## config.mk

```make
export PLATFORM = sky130hd
export DESIGN_NAME = periodic_wdog_timer
export DESIGN_NICKNAME = d
export VERILOG_FILES = /design/src/rtl/pwt_pkg.sv /design/src/rtl/pwt_regs.sv /design/src/rtl/pwt_counter.sv /design/src/rtl/pwt_service.sv /design/src/rtl/periodic_wdog_timer.sv
export SDC_FILE = /design/constraint.sdc
export NUM_CORES = 1
export LEC_CHECK = 0
export ABC_AREA = 0
export BUFFER_PORTS_ARGS = -buffer_cell sky130_fd_sc_hd__buf_2
export CAP_MARGIN = 20
export CORE_MARGIN = 1.5
export CORE_UTILIZATION = 57
export CTS_BUF_LIST = sky130_fd_sc_hd__clkbuf_8 sky130_fd_sc_hd__clkbuf_16
export CTS_CLUSTER_SIZE = 14
export DETAILED_ROUTE_END_ITERATION = 10
export HOLD_SLACK_MARGIN = 0.02
export PLACE_DENSITY = 0.8
export SYNTH_ARGS = -nofsm -noshare
export SYNTH_HDL_FRONTEND = slang
export SYNTH_SLANG_ARGS = --single-unit
```

## constraint.sdc

```tcl
create_clock -name clk_i -period 3.7 [get_ports clk_i]
set_clock_uncertainty 0.1 [all_clocks]
set_input_delay 0.37 -clock clk_i [delete_from_list [all_inputs] [get_ports clk_i]]
set_output_delay 0.37 -clock clk_i [all_outputs]
set_load 0.02 [all_outputs]
```

## src/rtl/pwt_pkg.sv

```systemverilog
package pwt_pkg;
  localparam int unsigned DATA_W   = 32;
  localparam int unsigned CNT_W    = 29;
  localparam int unsigned ADDR_W   = 2;
  localparam int unsigned EN_BIT   = 31;
  localparam int unsigned MODE_BIT = 30;
  localparam int unsigned CLR_BIT  = 30;
  localparam logic [ADDR_W-1:0] TRIG_ADDR = ADDR_W'(0);
  localparam logic [ADDR_W-1:0] STAT_ADDR = ADDR_W'(1);

  typedef enum logic [1:0] {
    ACC_IDLE,
    ACC_READ,
    ACC_WRITE
  } acc_e;
endpackage

```

## src/rtl/pwt_regs.sv

```systemverilog
module pwt_regs
  import pwt_pkg::*;
#(
  parameter int unsigned CNT_W  = pwt_pkg::CNT_W,
  parameter int unsigned ADDR_W = pwt_pkg::ADDR_W,
  parameter int unsigned DATA_W = pwt_pkg::DATA_W
) (
  input  logic              clk_i,
  input  logic              rst_ni,
  input  logic              req_i,
  input  logic              we_i,
  input  logic [ADDR_W-1:0] addr_i,
  input  logic [DATA_W-1:0] wdata_i,
  output logic [DATA_W-1:0] rdata_o,
  input  logic [CNT_W-1:0]  count_i,
  input  logic              pending_i,
  input  logic              oneshot_done_i,
  output logic              en_o,
  output logic              periodic_o,
  output logic [CNT_W-1:0]  load_o,
  output logic              restart_o,
  output logic              stop_o,
  output logic              clr_wr_o,
  output logic              trig_rd_o
);
  acc_e acc;
  logic trig_sel, stat_sel, trig_wr;
  logic unused_wdata;

  assign acc      = !req_i ? ACC_IDLE : (we_i ? ACC_WRITE : ACC_READ);
  assign trig_sel = (addr_i == ADDR_W'(TRIG_ADDR));
  assign stat_sel = (addr_i == ADDR_W'(STAT_ADDR));

  assign trig_wr   = (acc == ACC_WRITE) && trig_sel;
  assign restart_o = trig_wr && wdata_i[EN_BIT];
  assign stop_o    = trig_wr && !wdata_i[EN_BIT];
  assign clr_wr_o  = (acc == ACC_WRITE) && stat_sel && wdata_i[CLR_BIT];
  assign trig_rd_o = (acc == ACC_READ) && trig_sel;
  assign unused_wdata = ^wdata_i;

  always_ff @(posedge clk_i or negedge rst_ni) begin
    if (!rst_ni) begin
      en_o       <= 1'b0;
      periodic_o <= 1'b0;
      load_o     <= '0;
    end else if (trig_wr) begin
      en_o       <= wdata_i[EN_BIT];
      periodic_o <= wdata_i[MODE_BIT];
      load_o     <= wdata_i[CNT_W-1:0];
    end else if (oneshot_done_i) begin
      en_o <= 1'b0;
    end
  end

  always_comb begin
    rdata_o = '0;
    if (trig_sel) begin
      rdata_o[EN_BIT]    = en_o;
      rdata_o[MODE_BIT]  = periodic_o;
      rdata_o[CNT_W-1:0] = load_o;
    end else if (stat_sel) begin
      rdata_o[CLR_BIT]   = pending_i;
      rdata_o[CNT_W-1:0] = count_i;
    end
  end


  trig_readback_chk: assert property (@(posedge clk_i) disable iff (!rst_ni)
    trig_wr |=> (load_o == $past(wdata_i[CNT_W-1:0])) && (periodic_o == $past(wdata_i[MODE_BIT])));


  oneshot_en_chk: assert property (@(posedge clk_i) disable iff (!rst_ni)
    (oneshot_done_i && !trig_wr) |=> !en_o);
endmodule

```

## src/rtl/pwt_counter.sv

```systemverilog
module pwt_counter #(
  parameter int unsigned CNT_W = pwt_pkg::CNT_W
) (
  input  logic             clk_i,
  input  logic             rst_ni,
  input  logic             tick_i,
  input  logic             en_i,
  input  logic             periodic_i,
  input  logic [CNT_W-1:0] load_i,
  input  logic             restart_i,
  input  logic [CNT_W-1:0] restart_val_i,
  output logic [CNT_W-1:0] count_o,
  output logic             expire_o,
  output logic             oneshot_done_o
);
  logic at_zero, step;

  assign at_zero        = (count_o == '0);
  assign step           = en_i && tick_i && !restart_i;
  assign expire_o       = step && at_zero;
  assign oneshot_done_o = expire_o && !periodic_i;

  always_ff @(posedge clk_i or negedge rst_ni) begin
    if (!rst_ni) begin
      count_o <= '0;
    end else if (restart_i) begin
      count_o <= restart_val_i;
    end else if (step) begin
      if (!at_zero)        count_o <= count_o - 1'b1;
      else if (periodic_i) count_o <= load_i;
    end
  end


  dec_chk: assert property (@(posedge clk_i) disable iff (!rst_ni)
    (en_i && tick_i && !restart_i && !at_zero) |=> (count_o == $past(count_o) - 1'b1));


  idle_hold_chk: assert property (@(posedge clk_i) disable iff (!rst_ni)
    (!tick_i && !restart_i) |=> $stable(count_o));


  reload_chk: assert property (@(posedge clk_i) disable iff (!rst_ni)
    (expire_o && periodic_i) |=> (count_o == $past(load_i)));


  oneshot_zero_chk: assert property (@(posedge clk_i) disable iff (!rst_ni)
    oneshot_done_o |=> (count_o == '0));
endmodule

```

## src/rtl/pwt_service.sv

```systemverilog
module pwt_service (
  input  logic clk_i,
  input  logic rst_ni,
  input  logic expire_i,
  input  logic clr_wr_i,
  input  logic trig_rd_i,
  input  logic restart_i,
  input  logic stop_i,
  output logic pending_o,
  output logic wdog_o
);
  logic armed_q, tripped_q, fire, ack;

  assign fire = expire_i && pending_o && !tripped_q;
  assign ack  = armed_q && trig_rd_i;

  always_ff @(posedge clk_i or negedge rst_ni) begin
    if (!rst_ni) begin
      pending_o <= 1'b0;
      armed_q   <= 1'b0;
      tripped_q <= 1'b0;
      wdog_o    <= 1'b0;
    end else if (stop_i) begin
      pending_o <= 1'b0;
      armed_q   <= 1'b0;
      tripped_q <= 1'b0;
      wdog_o    <= 1'b0;
    end else if (restart_i) begin
      pending_o <= 1'b0;
      armed_q   <= 1'b0;
      wdog_o    <= 1'b0;
    end else begin
      wdog_o <= fire;
      if (fire) tripped_q <= 1'b1;
      // a fresh expiry outranks a completing acknowledge
      if (expire_i)  pending_o <= 1'b1;
      else if (ack)  pending_o <= 1'b0;
      if (clr_wr_i)       armed_q <= 1'b1;
      else if (trig_rd_i) armed_q <= 1'b0;
    end
  end


  pend_hold_chk: assert property (@(posedge clk_i) disable iff (!rst_ni)
    (pending_o && !ack && !restart_i && !stop_i) |=> pending_o);


  fire_chk: assert property (@(posedge clk_i) disable iff (!rst_ni)
    (expire_i && pending_o && !tripped_q && !restart_i && !stop_i) |=> wdog_o);


  pulse_width_chk: assert property (@(posedge clk_i) disable iff (!rst_ni)
    wdog_o |=> !wdog_o);


  sticky_chk: assert property (@(posedge clk_i) disable iff (!rst_ni)
    (tripped_q && !stop_i) |=> !wdog_o);
endmodule

```

## src/rtl/periodic_wdog_timer.sv

```systemverilog
module periodic_wdog_timer
  import pwt_pkg::*;
#(
  parameter int unsigned CNT_W  = pwt_pkg::CNT_W,
  parameter int unsigned ADDR_W = pwt_pkg::ADDR_W,
  parameter int unsigned DATA_W = pwt_pkg::DATA_W
) (
  input  logic              clk_i,
  input  logic              rst_ni,
  input  logic              req_i,
  input  logic              we_i,
  input  logic [ADDR_W-1:0] addr_i,
  input  logic [DATA_W-1:0] wdata_i,
  output logic [DATA_W-1:0] rdata_o,
  input  logic              tick_i,
  output logic              irq_o,
  output logic              wdog_rst_o
);
  logic [CNT_W-1:0] count, load;
  logic en, periodic, restart, stop, clr_wr, trig_rd;
  logic expire, oneshot_done, pending;

  pwt_regs #(.CNT_W(CNT_W), .ADDR_W(ADDR_W), .DATA_W(DATA_W)) u_regs (
    .clk_i, .rst_ni, .req_i, .we_i, .addr_i, .wdata_i, .rdata_o,
    .count_i(count), .pending_i(pending), .oneshot_done_i(oneshot_done),
    .en_o(en), .periodic_o(periodic), .load_o(load),
    .restart_o(restart), .stop_o(stop), .clr_wr_o(clr_wr), .trig_rd_o(trig_rd)
  );

  pwt_counter #(.CNT_W(CNT_W)) u_cnt (
    .clk_i, .rst_ni, .tick_i,
    .en_i(en), .periodic_i(periodic), .load_i(load),
    .restart_i(restart), .restart_val_i(wdata_i[CNT_W-1:0]),
    .count_o(count), .expire_o(expire), .oneshot_done_o(oneshot_done)
  );

  pwt_service u_svc (
    .clk_i, .rst_ni,
    .expire_i(expire), .clr_wr_i(clr_wr), .trig_rd_i(trig_rd),
    .restart_i(restart), .stop_i(stop),
    .pending_o(pending), .wdog_o(wdog_rst_o)
  );

  assign irq_o = pending;


  irq_mirror_chk: assert property (@(posedge clk_i) disable iff (!rst_ni)
    (req_i && !we_i && addr_i == ADDR_W'(STAT_ADDR)) |-> (rdata_o[CLR_BIT] == irq_o));
endmodule

```

==> reports/results.tsv <==
stage	metric	value	unit
status	status	complete, no violations	
worst_setup_path	critPathMaxStageDelay	0.67	ns
sta	hold_viol	0	
clock_network	htreeDepth	3	
flow_run	maxCapViolations	0	
detailed_routing	viasPerCell	6.231	
yosys	yosys-top-cells-area	dfrtp_1 39%, nand2_1 11%, mux2i_1 8.0%	
yosys	yosysTopAreaCell	dfrtp_1	
placement	hpwlAfterDp	7989	um
clock_network	hold_buffers	0	
worst_hold_path	worstHoldPathType	input pin to flip-flop	
clock_network	clock-root-buffer	clkbuf_8	
yosys	yosysSeqAreaShare	38.71	%
placement	place.port_buffers	70	
clock_network	postCtsSetupRepairBufs	0	
clock_network	cts_buffers	9	
yosys	synth_top_area_share	38.71	%
floorplanning	rows	30	
sta	slew_headroom	43.53	%
yosys	synth.avg_cell_area	8.145	um^2
yosys	synthMostInstantiatedCell	nand2_1	
worst_setup_path	worst-path-stages	8	
clock_network	clock_latency	0.36	ns
clock_network	clkSinkCount	64	
global_route	grt_pass1_wl	19530	um
detailed_routing	drt_iter0_drc	430	
yosys	synth-main-ff-cell	dfrtp_1	
clock_network	path_clk_slew	0.08	ns
sta	rsz0062_at_grt	no	
yosys	synth_area	4138	um^2
worst_setup_path	critPathLaunchType	flip-flop	
clock_network	cts_tree	done	
worst_setup_path	worstPathRequired	3.88	ns
sta	setup_viol	0	
floorplanning	dieArea	7779	um^2
detailed_routing	drc	0	
global_route	grt_overflow	0	
worst_setup_path	crit_type	flip-flop to flip-flop	
finish	fin_nets	607	
placement	gp_congestion	0.9328	
global_route	antenna_found_initial	0	
finish	finish.utilization	69.00	%
floorplanning	initial_utilization	59.91	%
yosys	synth_warnings	0	
global_route	grtUsageTotal	32.88	%
yosys	ys_top_cells_by_count	116 x nand2_1, 64 x dfrtp_1, 56 x nor2_1	
sta	post-route-period-util	90.64	%
finish	fillers	616	
worst_setup_path	reg2reg_depth	8	
sta	tns	0	ns
floorplanning	fp.dieH	88.20	um
detailed_routing	wl	11940	um
worst_setup_path	critPathTopFamily	simple AND/OR/NAND/NOR gates	
finish	diodes	0	
yosys	syn_inst	508	
floorplanning	die_w	88.20	um
yosys	synth.distinct_cells	64	
detailed_routing	dr_total_vias	4156	
pwr	irDropWorstVdd	0.2833	mV
sta	whs	0.1108	ns
pwr	p_per_area	601.3	nW/um^2
global_route	grt_max_degree	43	
worst_setup_path	crit_chain	inv_1, ha_1, or4b_4, or4_4, o41ai_4, buf_4, o41ai_1, a31oi_1	
worst_setup_path	r2r_setup_slack	0.35	ns
worst_hold_path	whs_path_depth	3	
yosys	synth-seq-cells	64	
clock_network	post_cts_resize_count	0	
worst_setup_path	cpMaxStageDelayCell	o41ai_4	
floorplanning	io_pins	73	
floorplanning	core_area	6907	um^2
clock_network	cts_buffer_depth	2	
yosys	synth-edff-count	0	
yosys	syn-num-nets	548	
detailed_routing	drt_pass1_iterations	7	
finish	layout-drive-gt1-share	21.19	%
sta	fmax	298.2	MHz
sta	slew_violations	0	
worst_setup_path	critPathMaxFanout	12	
finish	area_growth	15.18	%
detailed_routing	wl_per_cell	17.90	um
detailed_routing	ant_nets	0	
worst_setup_path	crit_buf_inv	2	
sta	worst_pin_slew	0.8470	ns
worst_setup_path	end_kind	flip-flop	
global_route	grt_pass1_vias	3972	
sta	period_needed	3.354	ns
worst_setup_path	arrival	3.53	ns
pwr	total_leakage_power	2.245	nW
yosys	synth_async_sr_flop_share	100.0	%
final cells by class:
type | count | area [um^2] | area share (%)
repair buffers | 90 | 515.5 | 10.82
clock inverters | 5 | 48.80 | 1.024
clock buffers | 10 | 137.6 | 2.888
inverters | 8 | 30.03 | 0.6301
flip-flops and latches | 64 | 1602 | 33.60
multi-input cells | 394 | 2312 | 48.52
well taps | 96 | 120.1 | 2.520
final timing paths:
path,to,start
hold / removal,u_regs.load_o[12]$_DFFE_PN0N_,wdata_i[12]
setup reg to reg,u_cnt.count_o[14]$_DFFE_PN0P_,u_cnt.count_o[0]$_DFFE_PN0P_
max in group asynchronous,u_cnt.count_o[27]$_DFFE_PN0P_,rst_ni
setup / recovery,u_cnt.count_o[14]$_DFFE_PN0P_,u_cnt.count_o[0]$_DFFE_PN0P_
hold reg to reg,u_svc.wdog_o$_DFF_PN0_,u_svc.tripped_q$_DFFE_PN0P_
min in group asynchronous,u_regs.load_o[12]$_DFFE_PN0N_,rst_ni
stage by stage:
| step | setup slack, ns | cells | cell area (um^2) | power (mW) |
|---|---|---|---|---|
| CTS | 0.3739 | 665 | 4736 | 2.842 |
| floorplan | 0.7945 | 508 | 4138 | 1.929 |
| detailed placement | 0.4177 | 650 | 4549 | 2.245 |
| finish | 0.3462 | 667 | 4766 | 2.866 |
| global route | 0.2414 | 667 | 4766 | 3.050 |
| global placement | 0.5024 | 650 | 4549 | 2.189 |
per-layer routing:
layer / vias up / track usage, % / routed length [um]
li1: 1924 / - / -
met1: 1969 / 44.47 / 5148
met2: 230 / 51.35 / 5398
met3: 33 / 7.540 / 1115
met4: 0 / 12.93 / 279
met5: - / 0 / 0
power by group:
part / switching [mW] / internal (mW)
clock network: 0.282 / 0.320
logic: 0.602 / 0.457
registers: 0.299 / 0.905
kinds of logic (layout without fill, tap and decap cells):
group / count (synthesis) / after routing / synth area share, %
muxes: 37 / 37 / 9.072
DFF: 64 / 64 / 38.71
buffers and inverters: 50 / 113 / 5.412
adders and majority gates: 1 / 1 / 0.3023
other: 1 / 1 / 0.09063
AOI/OAI and AO/OA: 99 / 99 / 17.63
xor gates and xnor gates: 7 / 7 / 1.482
and+or+nand+nor: 249 / 249 / 27.31
worst reg2reg max path: cells and delay by family, from the launching register on:
kind / cells / cell delay (ns)
flip-flops: 1 / 0.43
buffers and inverters: 2 / 0.40
AO/OA/AOI/OAI: 3 / 0.97
AND/OR/NAND/NOR: 2 / 1.18
adder cells (fa/ha/maj): 1 / 0.22
cell usage in the layout (no fill, tap or decap), types with 3 or more instances in the layout:
master	n
nand2_1	116
buf_2	70
dfrtp_1	64
nor2_1	56
mux2i_1	33
buf_4	18
nand3_1	16
a21oi_1	15
o21ai_0	14
nor3_1	11
nor4_1	10
a31oi_1	10
clkbuf_8	10
inv_1	9
nand4_1	7
o22ai_1	7
o211ai_1	6
xor2_1	6
and2_1	5
or2_2	4
or4_1	4
and3_1	4
mux2_2	4
a32oi_1	4
or3_1	4
o21a_1	4
o41ai_1	3
o311ai_0	3
a21oi_2	3
a221o_1	3
clkinv_2	3
flip-flops by register name, indices dropped and copies added (netlist names):
register	flops
u_cnt.count_o	29
u_regs.en_o	1
u_regs.load_o	29
u_regs.periodic_o	1
u_svc.armed_q	1
u_svc.pending_o	1
u_svc.tripped_q	1
u_svc.wdog_o	1
Power figures use the tool's default switching activity.
